==> config.mk <==
export PLATFORM = sky130hd
export DESIGN_NAME = otp_prog_ctrl
export DESIGN_NICKNAME = d
export VERILOG_FILES = /design/src/rtl/otp_pkg.sv /design/src/rtl/otp_pulse_timer.sv /design/src/rtl/otp_host_regs.sv /design/src/rtl/otp_op_seq.sv /design/src/rtl/otp_prog_ctrl.sv
export SDC_FILE = /design/constraint.sdc
export NUM_CORES = 1
export LEC_CHECK = 0
export BUFFER_PORTS_ARGS = -buffer_cell sky130_fd_sc_hd__clkbuf_2
export CAP_MARGIN = 5
export CELL_PAD_IN_SITES_DETAIL_PLACEMENT = 1
export CELL_PAD_IN_SITES_GLOBAL_PLACEMENT = 1
export CORE_MARGIN = 2
export CORE_UTILIZATION = 34
export DETAILED_ROUTE_END_ITERATION = 16
export PLACE_DENSITY_LB_ADDON = 0.05
export SYNTH_ARGS = -nofsm -noshare
export SYNTH_HDL_FRONTEND = slang
export SYNTH_SLANG_ARGS = --single-unit
==> constraint.sdc <==
create_clock -name clk -period 1.9 [get_ports clk]
set_input_delay 0.19 -clock clk [delete_from_list [all_inputs] [get_ports clk]]
set_output_delay 0.19 -clock clk [all_outputs]
set_load 0.1 [all_outputs]
==> src/rtl/otp_pkg.sv <==
// Package: shared encodings for the OTP programming controller.
// Assumes a 2-bit host register select and 2-bit command field.
package otp_pkg;
    typedef enum logic [1:0] {
        SEL_ADDR = 2'd0,
        SEL_DATA = 2'd1,
        SEL_CTRL = 2'd2,
        SEL_NONE = 2'd3
    } reg_sel_e;

    typedef enum logic [1:0] {
        CMD_NOP0 = 2'b00,
        CMD_PROG = 2'b01,
        CMD_READ = 2'b10,
        CMD_NOP3 = 2'b11
    } cmd_e;

    typedef enum logic [1:0] {
        ST_IDLE  = 2'd0,
        ST_PGM   = 2'd1,
        ST_RDREQ = 2'd2,
        ST_RDCAP = 2'd3
    } op_state_e;
endpackage

==> src/rtl/otp_pulse_timer.sv <==
// Module: down-counter timing the program pulse.
// After load, expire rises when PULSE_CYC-1 further cycles have passed,
// so a state held until expire lasts PULSE_CYC cycles. Assumes PULSE_CYC >= 1.
module otp_pulse_timer #(
    parameter int PULSE_CYC = 2500
) (
    input  logic clk,
    input  logic rst_n,
    input  logic load,
    output logic expire
);
    localparam int CW = $clog2(PULSE_CYC + 1);
    logic [CW-1:0] cnt;

    // Load the pulse length or count down towards zero.
    always_ff @(posedge clk) begin
        if (!rst_n)            cnt <= '0;
        else if (load)         cnt <= CW'(PULSE_CYC - 1);
        else if (cnt != '0)    cnt <= cnt - 1'b1;
    end

    assign expire = (cnt == '0);
endmodule

==> src/rtl/otp_host_regs.sv <==
// Module: host-visible address and data registers plus read-back-valid flag.
// Host writes are accepted only while the sequencer is idle; the data
// register also loads read-back words from the array.
module otp_host_regs
    import otp_pkg::*;
#(
    parameter int ADDR_W = 15,
    parameter int DATA_W = 16
) (
    input  logic              clk,
    input  logic              rst_n,
    input  logic              host_we,
    input  logic [1:0]        host_sel,
    input  logic [DATA_W-1:0] host_wdata,
    input  logic              busy,
    input  logic              cap_en,
    input  logic [DATA_W-1:0] cap_data,
    output logic [ADDR_W-1:0] addr_q,
    output logic [DATA_W-1:0] data_q,
    output logic              rd_valid,
    output logic              cmd_acc,
    output logic [1:0]        cmd_code
);
    logic wr_ok;

    // Decode accepted writes and valid command codes.
    always_comb begin
        wr_ok    = host_we && !busy;
        cmd_code = host_wdata[1:0];
        cmd_acc  = wr_ok && (host_sel == SEL_CTRL) &&
                   (cmd_code == CMD_PROG || cmd_code == CMD_READ);
    end

    // Address register: host write only.
    always_ff @(posedge clk) begin
        if (!rst_n)                             addr_q <= '0;
        else if (wr_ok && host_sel == SEL_ADDR) addr_q <= host_wdata[ADDR_W-1:0];
    end

    // Data register: host write or array read-back capture.
    always_ff @(posedge clk) begin
        if (!rst_n)                             data_q <= '0;
        else if (cap_en)                        data_q <= cap_data;
        else if (wr_ok && host_sel == SEL_DATA) data_q <= host_wdata;
    end

    // Read-back-valid flag: set by capture, cleared by any other accepted write.
    always_ff @(posedge clk) begin
        if (!rst_n)      rd_valid <= 1'b0;
        else if (cap_en) rd_valid <= 1'b1;
        else if (cmd_acc || (wr_ok && (host_sel == SEL_ADDR || host_sel == SEL_DATA)))
                         rd_valid <= 1'b0;
    end
endmodule

==> src/rtl/otp_op_seq.sv <==
// Module: operation sequencer for program and read-back commands.
// Checks the mode and voltage qualifiers at command time, drives the array
// strobes and keeps done/error status. Assumes cmd_acc only when idle.
module otp_op_seq
    import otp_pkg::*;
(
    input  logic       clk,
    input  logic       rst_n,
    input  logic       cmd_acc,
    input  logic [1:0] cmd_code,
    input  logic       prog_mode,
    input  logic       vpp_high,
    input  logic       expire,
    output logic       tmr_load,
    output logic       cell_pgm,
    output logic       cell_rd,
    output logic       cap_en,
    output logic       busy,
    output logic       done,
    output logic       err
);
    op_state_e state, state_n;
    logic      start_pgm, start_rd, refuse;

    // Classify an accepted command against the qualifiers.
    always_comb begin
        start_pgm = cmd_acc && cmd_code == CMD_PROG && prog_mode && vpp_high;
        start_rd  = cmd_acc && cmd_code == CMD_READ && !vpp_high;
        refuse    = cmd_acc && !start_pgm && !start_rd;
        tmr_load  = start_pgm;
    end

    // Next-state selection.
    always_comb begin
        state_n = state;
        case (state)
            ST_IDLE:  if (start_pgm) state_n = ST_PGM;
                      else if (start_rd) state_n = ST_RDREQ;
            ST_PGM:   if (expire) state_n = ST_IDLE;
            ST_RDREQ: state_n = ST_RDCAP;
            ST_RDCAP: state_n = ST_IDLE;
            default:  state_n = ST_IDLE;
        endcase
    end

    // State register.
    always_ff @(posedge clk) begin
        if (!rst_n) state <= ST_IDLE;
        else        state <= state_n;
    end

    // Done/error status: cleared on a new command, set on completion or refusal.
    always_ff @(posedge clk) begin
        if (!rst_n) begin
            done <= 1'b0;
            err  <= 1'b0;
        end else if (cmd_acc) begin
            done <= 1'b0;
            err  <= refuse;
        end else if ((state == ST_PGM && expire) || state == ST_RDCAP) begin
            done <= 1'b1;
        end
    end

    assign cell_pgm = (state == ST_PGM);
    assign cell_rd  = (state == ST_RDREQ);
    assign cap_en   = (state == ST_RDCAP);
    assign busy     = (state != ST_IDLE);
endmodule

==> src/rtl/otp_prog_ctrl.sv <==
// Module: top of the OTP programming controller.
// Joins host registers, sequencer and pulse timer, and forms the host read
// mux, including the dummy-zero data read in host programming mode.
module otp_prog_ctrl
    import otp_pkg::*;
#(
    parameter int ADDR_W    = 15,
    parameter int DATA_W    = 16,
    parameter int PULSE_CYC = 2500
) (
    input  logic              clk,
    input  logic              rst_n,
    input  logic              prog_mode,
    input  logic              vpp_high,
    input  logic              host_we,
    input  logic [1:0]        host_sel,
    input  logic [DATA_W-1:0] host_wdata,
    output logic [DATA_W-1:0] host_rdata,
    output logic [ADDR_W-1:0] cell_addr,
    output logic [DATA_W-1:0] cell_wdata,
    output logic              cell_pgm,
    output logic              cell_rd,
    input  logic [DATA_W-1:0] cell_rdata
);
    logic [ADDR_W-1:0] addr_q;
    logic [DATA_W-1:0] data_q;
    logic              rd_valid, cmd_acc, cap_en, tmr_load, expire;
    logic              busy, done, err;
    logic [1:0]        cmd_code;

    otp_host_regs #(.ADDR_W(ADDR_W), .DATA_W(DATA_W)) u_regs (
        .clk(clk), .rst_n(rst_n), .host_we(host_we), .host_sel(host_sel),
        .host_wdata(host_wdata), .busy(busy), .cap_en(cap_en),
        .cap_data(cell_rdata), .addr_q(addr_q), .data_q(data_q),
        .rd_valid(rd_valid), .cmd_acc(cmd_acc), .cmd_code(cmd_code)
    );

    otp_op_seq u_seq (
        .clk(clk), .rst_n(rst_n), .cmd_acc(cmd_acc), .cmd_code(cmd_code),
        .prog_mode(prog_mode), .vpp_high(vpp_high), .expire(expire),
        .tmr_load(tmr_load), .cell_pgm(cell_pgm), .cell_rd(cell_rd),
        .cap_en(cap_en), .busy(busy), .done(done), .err(err)
    );

    otp_pulse_timer #(.PULSE_CYC(PULSE_CYC)) u_tmr (
        .clk(clk), .rst_n(rst_n), .load(tmr_load), .expire(expire)
    );

    assign cell_addr  = addr_q;
    assign cell_wdata = data_q;

    // Host read mux; data reads give zero in host mode without a fresh read-back.
    always_comb begin
        host_rdata = '0;
        case (host_sel)
            SEL_ADDR: host_rdata = DATA_W'(addr_q);
            SEL_DATA: host_rdata = (prog_mode && !rd_valid) ? '0 : data_q;
            SEL_CTRL: host_rdata = DATA_W'({err, done, busy});
            default:  host_rdata = '0;
        endcase
    end
endmodule

==> summary.md, run 1 <==
| Metric | Value |
|---|---|
| DRT iter0 DRCs | `59` |
| Total routed wirelength | `7.42 mm` |
| CP max stage cell | `sky130_fd_sc_hd__or4_1` |
| Post-route ant nets | `0` |
| Sequential-to-total area share from yosys stat | `0.412` |
| Antenna violations before repair | `0` |
| Buffer cell driving the clock tree root | `sky130_fd_sc_hd__clkbuf_8` |
| Die Footprint | `7540 µm²` |
| PD cells | `1010 nW/µm²` |
| Avg Inst Size Synth | `7.94 µm²` |
| Crit path from | `u_tmr.cnt[0]` |
| Transition time at the pin with the least slew margin | `552 ps` |
| Deepest level of the CTS H-tree | `2` |
| Met2 GRT Util | `0.329` |
| Pins Over Slew Limit | `0` |
| Crit Path Category | `reg -> reg` |
| Worst min-delay path startpoint | `host_wdata[12]` |
| Classification of the worst-slack hold path | `in -> reg` |
| Clk pin slew, worst setup/hold paths | `110 ps` |
| Count of cell types in the netlist | `42` |
| Top cells by area, synth | `sky130_fd_sc_hd__dfxtp_1 41%, sky130_fd_sc_hd__nand2_1 8.7%, sky130_fd_sc_hd__a311oi_1 6.0%` |
| Final worst-path cycle share | `0.963` |
| Antenna diode count | `0` |
| RePlAce Congestion | `0.772` |
| Number of nets in the finished design | `424` |
| Number of global-route vias before repair | `2,422` |
| F_max | `546 MHz` |
| Count of buffers inserted at the top-level ports | `87` |
| Min Tclk post-route | `1830 ps` |
| CP max FO | `13` |
| Remaining Overflow, GRT | `0` |
| Number of buffers created by CTS | `5` |
| Count of mapped cells out of synthesis | `294` |
| WL per Instance | `16.1 µm` |
| HPWL Detailed | `5.44 mm` |
| Worst slack after detailed placement | `-3.61 ps` |
| Maximum number of pins on one net before global-route repair | `40` |
| M1 GR Usage | `0.274` |
| Hold violation total from the final report | `0` |
| Clock latency on the worst-skew pair | `320 ps` |
| Busiest metal layer after global routing | `met2` |
| Worst Hold Margin | `101 ps` |
| Worst-path cell chain | `inv_1 -> ha_1 -> nor2b_1 -> and4b_4 -> or4_1 -> a21oi_1` |
| X dimension of the die | `86.8 µm` |
| Starting density of the core | `0.347` |
| Worst supply voltage drop on vdd | `543 µV` |
| Buffer depth of the longest clock path | `2` |
| Crit path buf inv count | `1` |
| R2r setup slk | `70 ps` |
| Warning count from the yosys run | `0` |
| Cell type contributing the most total cell area after synthesis | `sky130_fd_sc_hd__dfxtp_1` |
| Flip-flop and latch count after synthesis | `48` |
| Via/cell ratio | `5.33` |
| Max-slew headroom at the worst pin | `0.634` |
| Met3 usage | `0.0352` |
| I/O pin total | `88` |
| Worst EP arrival | `2070 ps` |
| Post-Syn Area | `2330 µm²` |
| Worst Slack Setup Final | `70.1 ps` |
| Post-synth ARST share | `0` |
| Area growth syn-to-layout | `44.6%` |
| CP endpoint kind | `register` |
| Final routed DRC violation total | `0` |
| CTS tree | `done` |
| Fraction of layout instances using a drive strength above 1 | `0.369` |
| Accumulated negative setup slack | `0 ps` |
| Area of the core | `6720 µm²` |
| Placement row count | `30` |
| Commonest register cell after synthesis | `sky130_fd_sc_hd__dfxtp_1` |
| Area share of the largest cell type after synthesis | `0.412` |
| Final count of negative-setup-slack endpoints | `0` |
| Critical R2R Launch | `u_tmr.cnt[0]` |
| PnR Total Power | `3.42 mW` |
| Post-synth EDFFs | `0` |
| Sink count of the clock tree | `48` |
| Standby leakage power | `1.41 nW` |
| Number of buffers added for setup after CTS | `0` |
| Overall fraction of global-route tracks in use | `0.202` |
| Overall via count from detail_route | `2,464` |
| Sort of element at the start of the critical path | `register` |
| RSZ-0062 raised after global routing | `no` |
| Number of max-cap violations | `0` |
| Critical path's top delay family | `simple AND/OR/NAND/NOR gates` |
| Count of TritonRoute iterations in the first routing pass | `4` |
| First-pass GRT wire length | `12.0 mm` |
| Height of the die | `86.8 µm` |
| Outcome | `completed` |
| Peak per-stage delay on the critical path | `500 ps` |
| Data required time at the worst endpoint | `2140 ps` |
| Clock Skew | `15.1 ps` |
| Net Count, Synth | `337` |
## cells in the mapped netlist (all sizes together) (3+ instances only)
cell,count
a21oi,24
a22o,12
a311oi,16
a31oi,6
buf,6
clkbuf,14
dfxtp,48
ha,4
inv,8
nand2,55
nand2b,3
nand3,21
nor2,25
nor2b,7
nor3,6
nor4,3
o21ai,5
or3,6
or3b,3
## worst paths after layout
path,endpoint,depth (start not counted)
worst max-delay path,u_tmr.cnt[5],6
worst min-delay path,u_regs.addr_q[12],3
worst max register to register,u_tmr.cnt[5],6
worst min register to register,u_regs.addr_q[0],2
## stage by stage
step / util / cell area, µm² / std cells
after floorplan: - / 2400 / 294
after CTS: 0.501 / 3360 / 462
after global routing: 0.502 / 3370 / 462
final: 0.502 / 3370 / 462
after global placement: 0.483 / 3240 / 454
after detailed placement: 0.483 / 3240 / 454
## cell usage in the layout, fill, tap and decap left out, drive strengths merged, types with 2 or more instances in the layout
cell / Yosys / final
a21oi: 24 / 24
a22o: 12 / 12
a311oi: 16 / 16
a31oi: 6 / 6
and2: 2 / 2
buf: 6 / 31
clkbuf: 14 / 74
dfxtp: 48 / 48
ha: 4 / 4
inv: 8 / 9
mux2i: 2 / 2
nand2: 55 / 55
nand2b: 3 / 3
nand3: 21 / 21
nand4: 2 / 2
nor2: 25 / 25
nor2b: 7 / 7
nor3: 6 / 6
nor4: 3 / 3
o21ai: 5 / 5
o22ai: 2 / 2
o31ai: 2 / 2
or3: 6 / 6
or3b: 3 / 3
xor2: 2 / 2
## tightest hold or removal path, cell delays in order
cell and delay (ps):
sky130_fd_sc_hd__clkbuf_2 90, sky130_fd_sc_hd__nand2_1 50, sky130_fd_sc_hd__a21oi_1 50
## report_power, final
part	switching [mW]	internal [mW]	total, mW
Clock	0.382	0.397	0.779
Combinational	0.838	0.501	1.34
Sequential	0.158	1.15	1.31
Total	1.38	2.05	3.42
## flip-flops by register name (all words and copies together) (netlist names)
name and cells:
u_regs.rd_valid 1, u_seq.state 2, u_tmr.cnt 12, u_regs.addr_q 15, u_regs.data_q 16, u_seq.err 1
u_seq.done 1
## repair_timing
action	in CTS	in global routing
endpoints found under the setup margin	3	4
hold buffers	0	0
resized for setup	2	3
gates cloned	0	0
## cell families after synthesis
kind of cell / Yosys count / share of synthesized area
buffers and inverters: 28 / 0.0483
adder cells (fa/ha/maj): 4 / 0.0214
flip-flops: 48 / 0.412
AO/OA/AOI/OAI: 70 / 0.208
XOR/XNOR: 3 / 0.0113
AND/OR/NAND/NOR: 139 / 0.291
multiplexers: 2 / 0.00858
## cell type report
cell class	instances	area, µm²
fill	819	3340
multi-input combinational	218	1340
sequential	48	966
timing repair buffer	100	828
tap	80	100
clock buffer	5	68.8
clock inverter	3	46.3
inverter	8	30.0
## per-layer routing
metal / up-vias / wire (µm)
met4: 0 / 98
met2: 59 / 3430
li1: 1222 / -
met1: 1174 / 3550
met3: 9 / 341
met5: - / 0
(Power assumes the default switching activity.)
==> inputs of run 2 (changes only) <==
- CORE_MARGIN: 2 -> 4
==> run 2 against run 1 <==
Clock skew is essentially flat. Worst setup slack gained 24 ps. Non-clock buffer count grew 1. First-iteration DRC count grew 41%. Utilization grew 1.7 points. Clock-buffer cell count is the same. Via count grew 1.1%. Critical endpoint unchanged. Largest power group unchanged.
==> summary.md, run 2 (synthesis gave the netlist of run 1 again) <==
| Metric | Value |
|---|---|
| Count of buffers inserted at the top-level ports | `87 (unchanged)` |
| Deepest level of the CTS H-tree | `2 (unchanged)` |
| Worst slack after detailed placement | `34.9 ps (was -3.61 ps)` |
| Count of hold-fix buffers inserted at cts | `0 (unchanged)` |
| Worst supply voltage drop on vdd | `840 µV (was 543 µV)` |
| WL per Instance | `16.7 µm (was 16.1 µm)` |
| M1 GR Usage | `0.236 (was 0.274)` |
| Buffer cell driving the clock tree root | `sky130_fd_sc_hd__clkbuf_8 (unchanged)` |
| Fraction of layout instances using a drive strength above 1 | `0.371 (was 0.369)` |
| Transition time at the pin with the least slew margin | `558 ps (was 552 ps)` |
| Power Internal | `2.03 mW (was 2.05 mW)` |
| Sequential fraction of design power | `0.385 (was 0.381)` |
| Number of max-cap violations | `0 (unchanged)` |
| Clock latency on the worst-skew pair | `310 ps (was 320 ps)` |
| Clock Skew | `15.3 ps (was 15.1 ps)` |
| Count of cells along the worst register-to-register path | `6 (unchanged)` |
| Fill cell count | `798 (was 819)` |
| Biggest register | `u_regs.data_q (unchanged)` |
| Max reg flops | `16 (unchanged)` |
| Crit path from | `u_tmr.cnt[0] (unchanged)` |
| Leading cell type in the layout, fill and taps excluded | `sky130_fd_sc_hd__clkbuf_2 (unchanged)` |
| RePlAce Congestion | `0.802 (was 0.772)` |
| Worst Slack Setup Final | `94.5 ps (was 70.1 ps)` |
| Final worst-path cycle share | `0.950 (was 0.963)` |
| Final routed DRC violation total | `0 (unchanged)` |
| Post-route ant nets | `0 (unchanged)` |
| I/O pin total | `88 (unchanged)` |
| RSZ-0062 raised after global routing | `no (unchanged)` |
| Standby leakage power | `1.41 nW (about the same)` |
| Number of buffers added for setup after CTS | `0 (unchanged)` |
| Data required time at the worst endpoint | `2140 ps (about the same)` |
| HPWL Detailed | `5.60 mm (was 5.44 mm)` |
| Core Util, Final | `0.519 (was 0.502)` |
| First-pass GRT wire length | `12.6 mm (was 12.0 mm)` |
| Overall fraction of global-route tracks in use | `0.186 (was 0.202)` |
| Final cell area excluding filler cells | `3370 µm² (about the same)` |
| Placement row count | `29 (was 30)` |
| Portion of total power attributed to combinational logic | `0.388 (was 0.391)` |
| Seq. cell area | `966 µm² (unchanged)` |
| Classification of the worst-slack hold path | `in -> reg (unchanged)` |
| Pins Over Slew Limit | `0 (unchanged)` |
| DRT iter0 DRCs | `83 (was 59)` |
| Crit Path Category | `reg -> reg (unchanged)` |
| Area growth syn-to-layout | `44.5% (was 44.6%)` |
| Area of the core | `6490 µm² (was 6720 µm²)` |
| Buffer depth of the longest clock path | `2 (unchanged)` |
| CTS tree | `done (unchanged)` |
| Total routed wirelength | `7.66 mm (was 7.42 mm)` |
| Clock group share of total power | `0.227 (about the same)` |
| Cell depth of the worst setup path | `6 (unchanged)` |
| Dpl cell area | `3250 µm² (was 3240 µm²)` |
| Sort of element at the start of the critical path | `register (unchanged)` |
| Outcome | `completed (unchanged)` |
| Total net switching power | `1.33 mW (was 1.38 mW)` |
| Met2 GRT Util | `0.314 (was 0.329)` |
| Largest registers ranked by flip-flop count | `u_regs.data_q: 16 flops, u_regs.addr_q: 15 flops, u_tmr.cnt: 12 flops (unchanged)` |
| Min Tclk post-route | `1810 ps (was 1830 ps)` |
| Count of TritonRoute iterations in the first routing pass | `4 (unchanged)` |
| Resized Gates After CTS | `0 (was 2)` |
| Hold violation total from the final report | `0 (unchanged)` |
| Max-slew headroom at the worst pin | `0.630 (was 0.634)` |
| Critical R2R Launch | `u_tmr.cnt[0] (unchanged)` |
| Capture point of the worst path | `u_tmr.cnt[5] (unchanged)` |
| Peak per-stage delay on the critical path | `480 ps (was 500 ps)` |
| Antenna diode count | `0 (unchanged)` |
| Met3 usage | `0.0417 (was 0.0352)` |
| Busiest metal layer after global routing | `met2 (unchanged)` |
| Overall via count from detail_route | `2,492 (was 2,464)` |
| CP max stage cell | `sky130_fd_sc_hd__or4_1 (unchanged)` |
| Height of the die | `90.8 µm (was 86.8 µm)` |
| CP max FO | `13 (unchanged)` |
| Via/cell ratio | `5.42 (was 5.33)` |
| Final count of negative-setup-slack endpoints | `0 (unchanged)` |
| Antenna violations before repair | `0 (unchanged)` |
| Critical path's top delay family | `simple AND/OR/NAND/NOR gates (unchanged)` |
| Switching share of total power | `0.397 (was 0.402)` |
| Worst EP arrival | `2040 ps (was 2070 ps)` |
| Worst-path cell chain | `inv_1 -> ha_1 -> nor2b_1 -> and4b_2 -> or4_1 -> a21oi_1 (was inv_1 -> ha_1 -> nor2b_1 -> and4b_4 -> or4_1 -> a21oi_1)` |
| Starting density of the core | `0.359 (was 0.347)` |
| Die Footprint | `8250 µm² (was 7540 µm²)` |
| Clk pin slew, worst setup/hold paths | `110 ps (about the same)` |
| Maximum number of pins on one net before global-route repair | `40 (unchanged)` |
| Area of the multi-input gates | `1330 µm² (was 1340 µm²)` |
| X dimension of the die | `90.8 µm (was 86.8 µm)` |
| Commonest cells after routing, fill and taps aside | `69 x sky130_fd_sc_hd__clkbuf_2, 54 x sky130_fd_sc_hd__nand2_1, 44 x sky130_fd_sc_hd__dfxtp_1 (unchanged)` |
| Number of buffers created by CTS | `5 (unchanged)` |
| F_max | `554 MHz (was 546 MHz)` |
| Remaining Overflow, GRT | `0 (unchanged)` |
| Sink count of the clock tree | `48 (unchanged)` |
| Number of nets in the finished design | `425 (was 424)` |
| Critical R2R Capture | `u_tmr.cnt[5] (unchanged)` |
| CP endpoint kind | `register (unchanged)` |
| R2r setup slk | `90 ps (was 70 ps)` |
| PD cells | `997 nW/µm² (was 1010 nW/µm²)` |
| Crit path buf inv count | `1 (unchanged)` |
| Number of global-route vias before repair | `2,595 (was 2,422)` |
-- run 2: how the worst min path moves through the flow --
| stage | slack [ps] | endpoint | depth (start not counted) | from |
|---|---|---|---|---|
| 5_1_grt | 100 | u_regs.addr_q[11] | 3 | host_wdata[11] |
| 4_1_cts | 100 | u_regs.addr_q[8] | 3 | host_wdata[8] |
| 3_5_place_dp | 440 | u_regs.addr_q[8] | 3 | host_wdata[8] |
| 3_3_place_gp | 430 | u_regs.addr_q[10] | 3 | host_wdata[10] |
| 2_1_floorplan | 320 | u_regs.addr_q[0] | 2 | host_wdata[0] |
| 6_report | 100 | u_regs.addr_q[11] | 3 | host_wdata[11] |
-- run 2: power groups by stage --
stage	clock network, mW	logic, mW	registers [mW]
6_report	0.765	1.30	1.29
5_1_grt	0.838	1.45	1.32
4_1_cts	0.785	1.29	1.29
3_5_place_dp	0	1.28	1.31
3_3_place_gp	0	1.27	1.31
2_1_floorplan	0	0.768	1.48
-- run 2: layout make-up --
class | count | share of cell area
tap | 77 | 0.0286
timing repair buffer | 101 | 0.248
clock buffer | 5 | 0.0204
sequential | 48 | 0.286
clock inverter | 3 | 0.0126
inverter | 8 | 0.00891
multi-input combinational | 218 | 0.395
-- run 2: metrics by stage --
stage	TNS, ps	instances	total power, mW	hold slack [ps]
2_1_floorplan	-666	294	2.25	319
3_3_place_gp	0	452	2.58	428
3_5_place_dp	0	452	2.60	437
4_1_cts	0	460	3.37	95.2
5_1_grt	0	460	3.61	97.0
6_report	0	460	3.36	103
-- run 2: worst min-delay path, delay by kind of cell --
family | cells | cell delay [ps]
compound gates | 1 | 50
simple gates | 1 | 50
buf+inv | 1 | 90
-- run 2: routing by layer --
layer  wire length, µm  share of wire
met3               455          0.059
met4                80          0.010
met1              3500           0.46
met5                 0              0
met2              3630           0.47
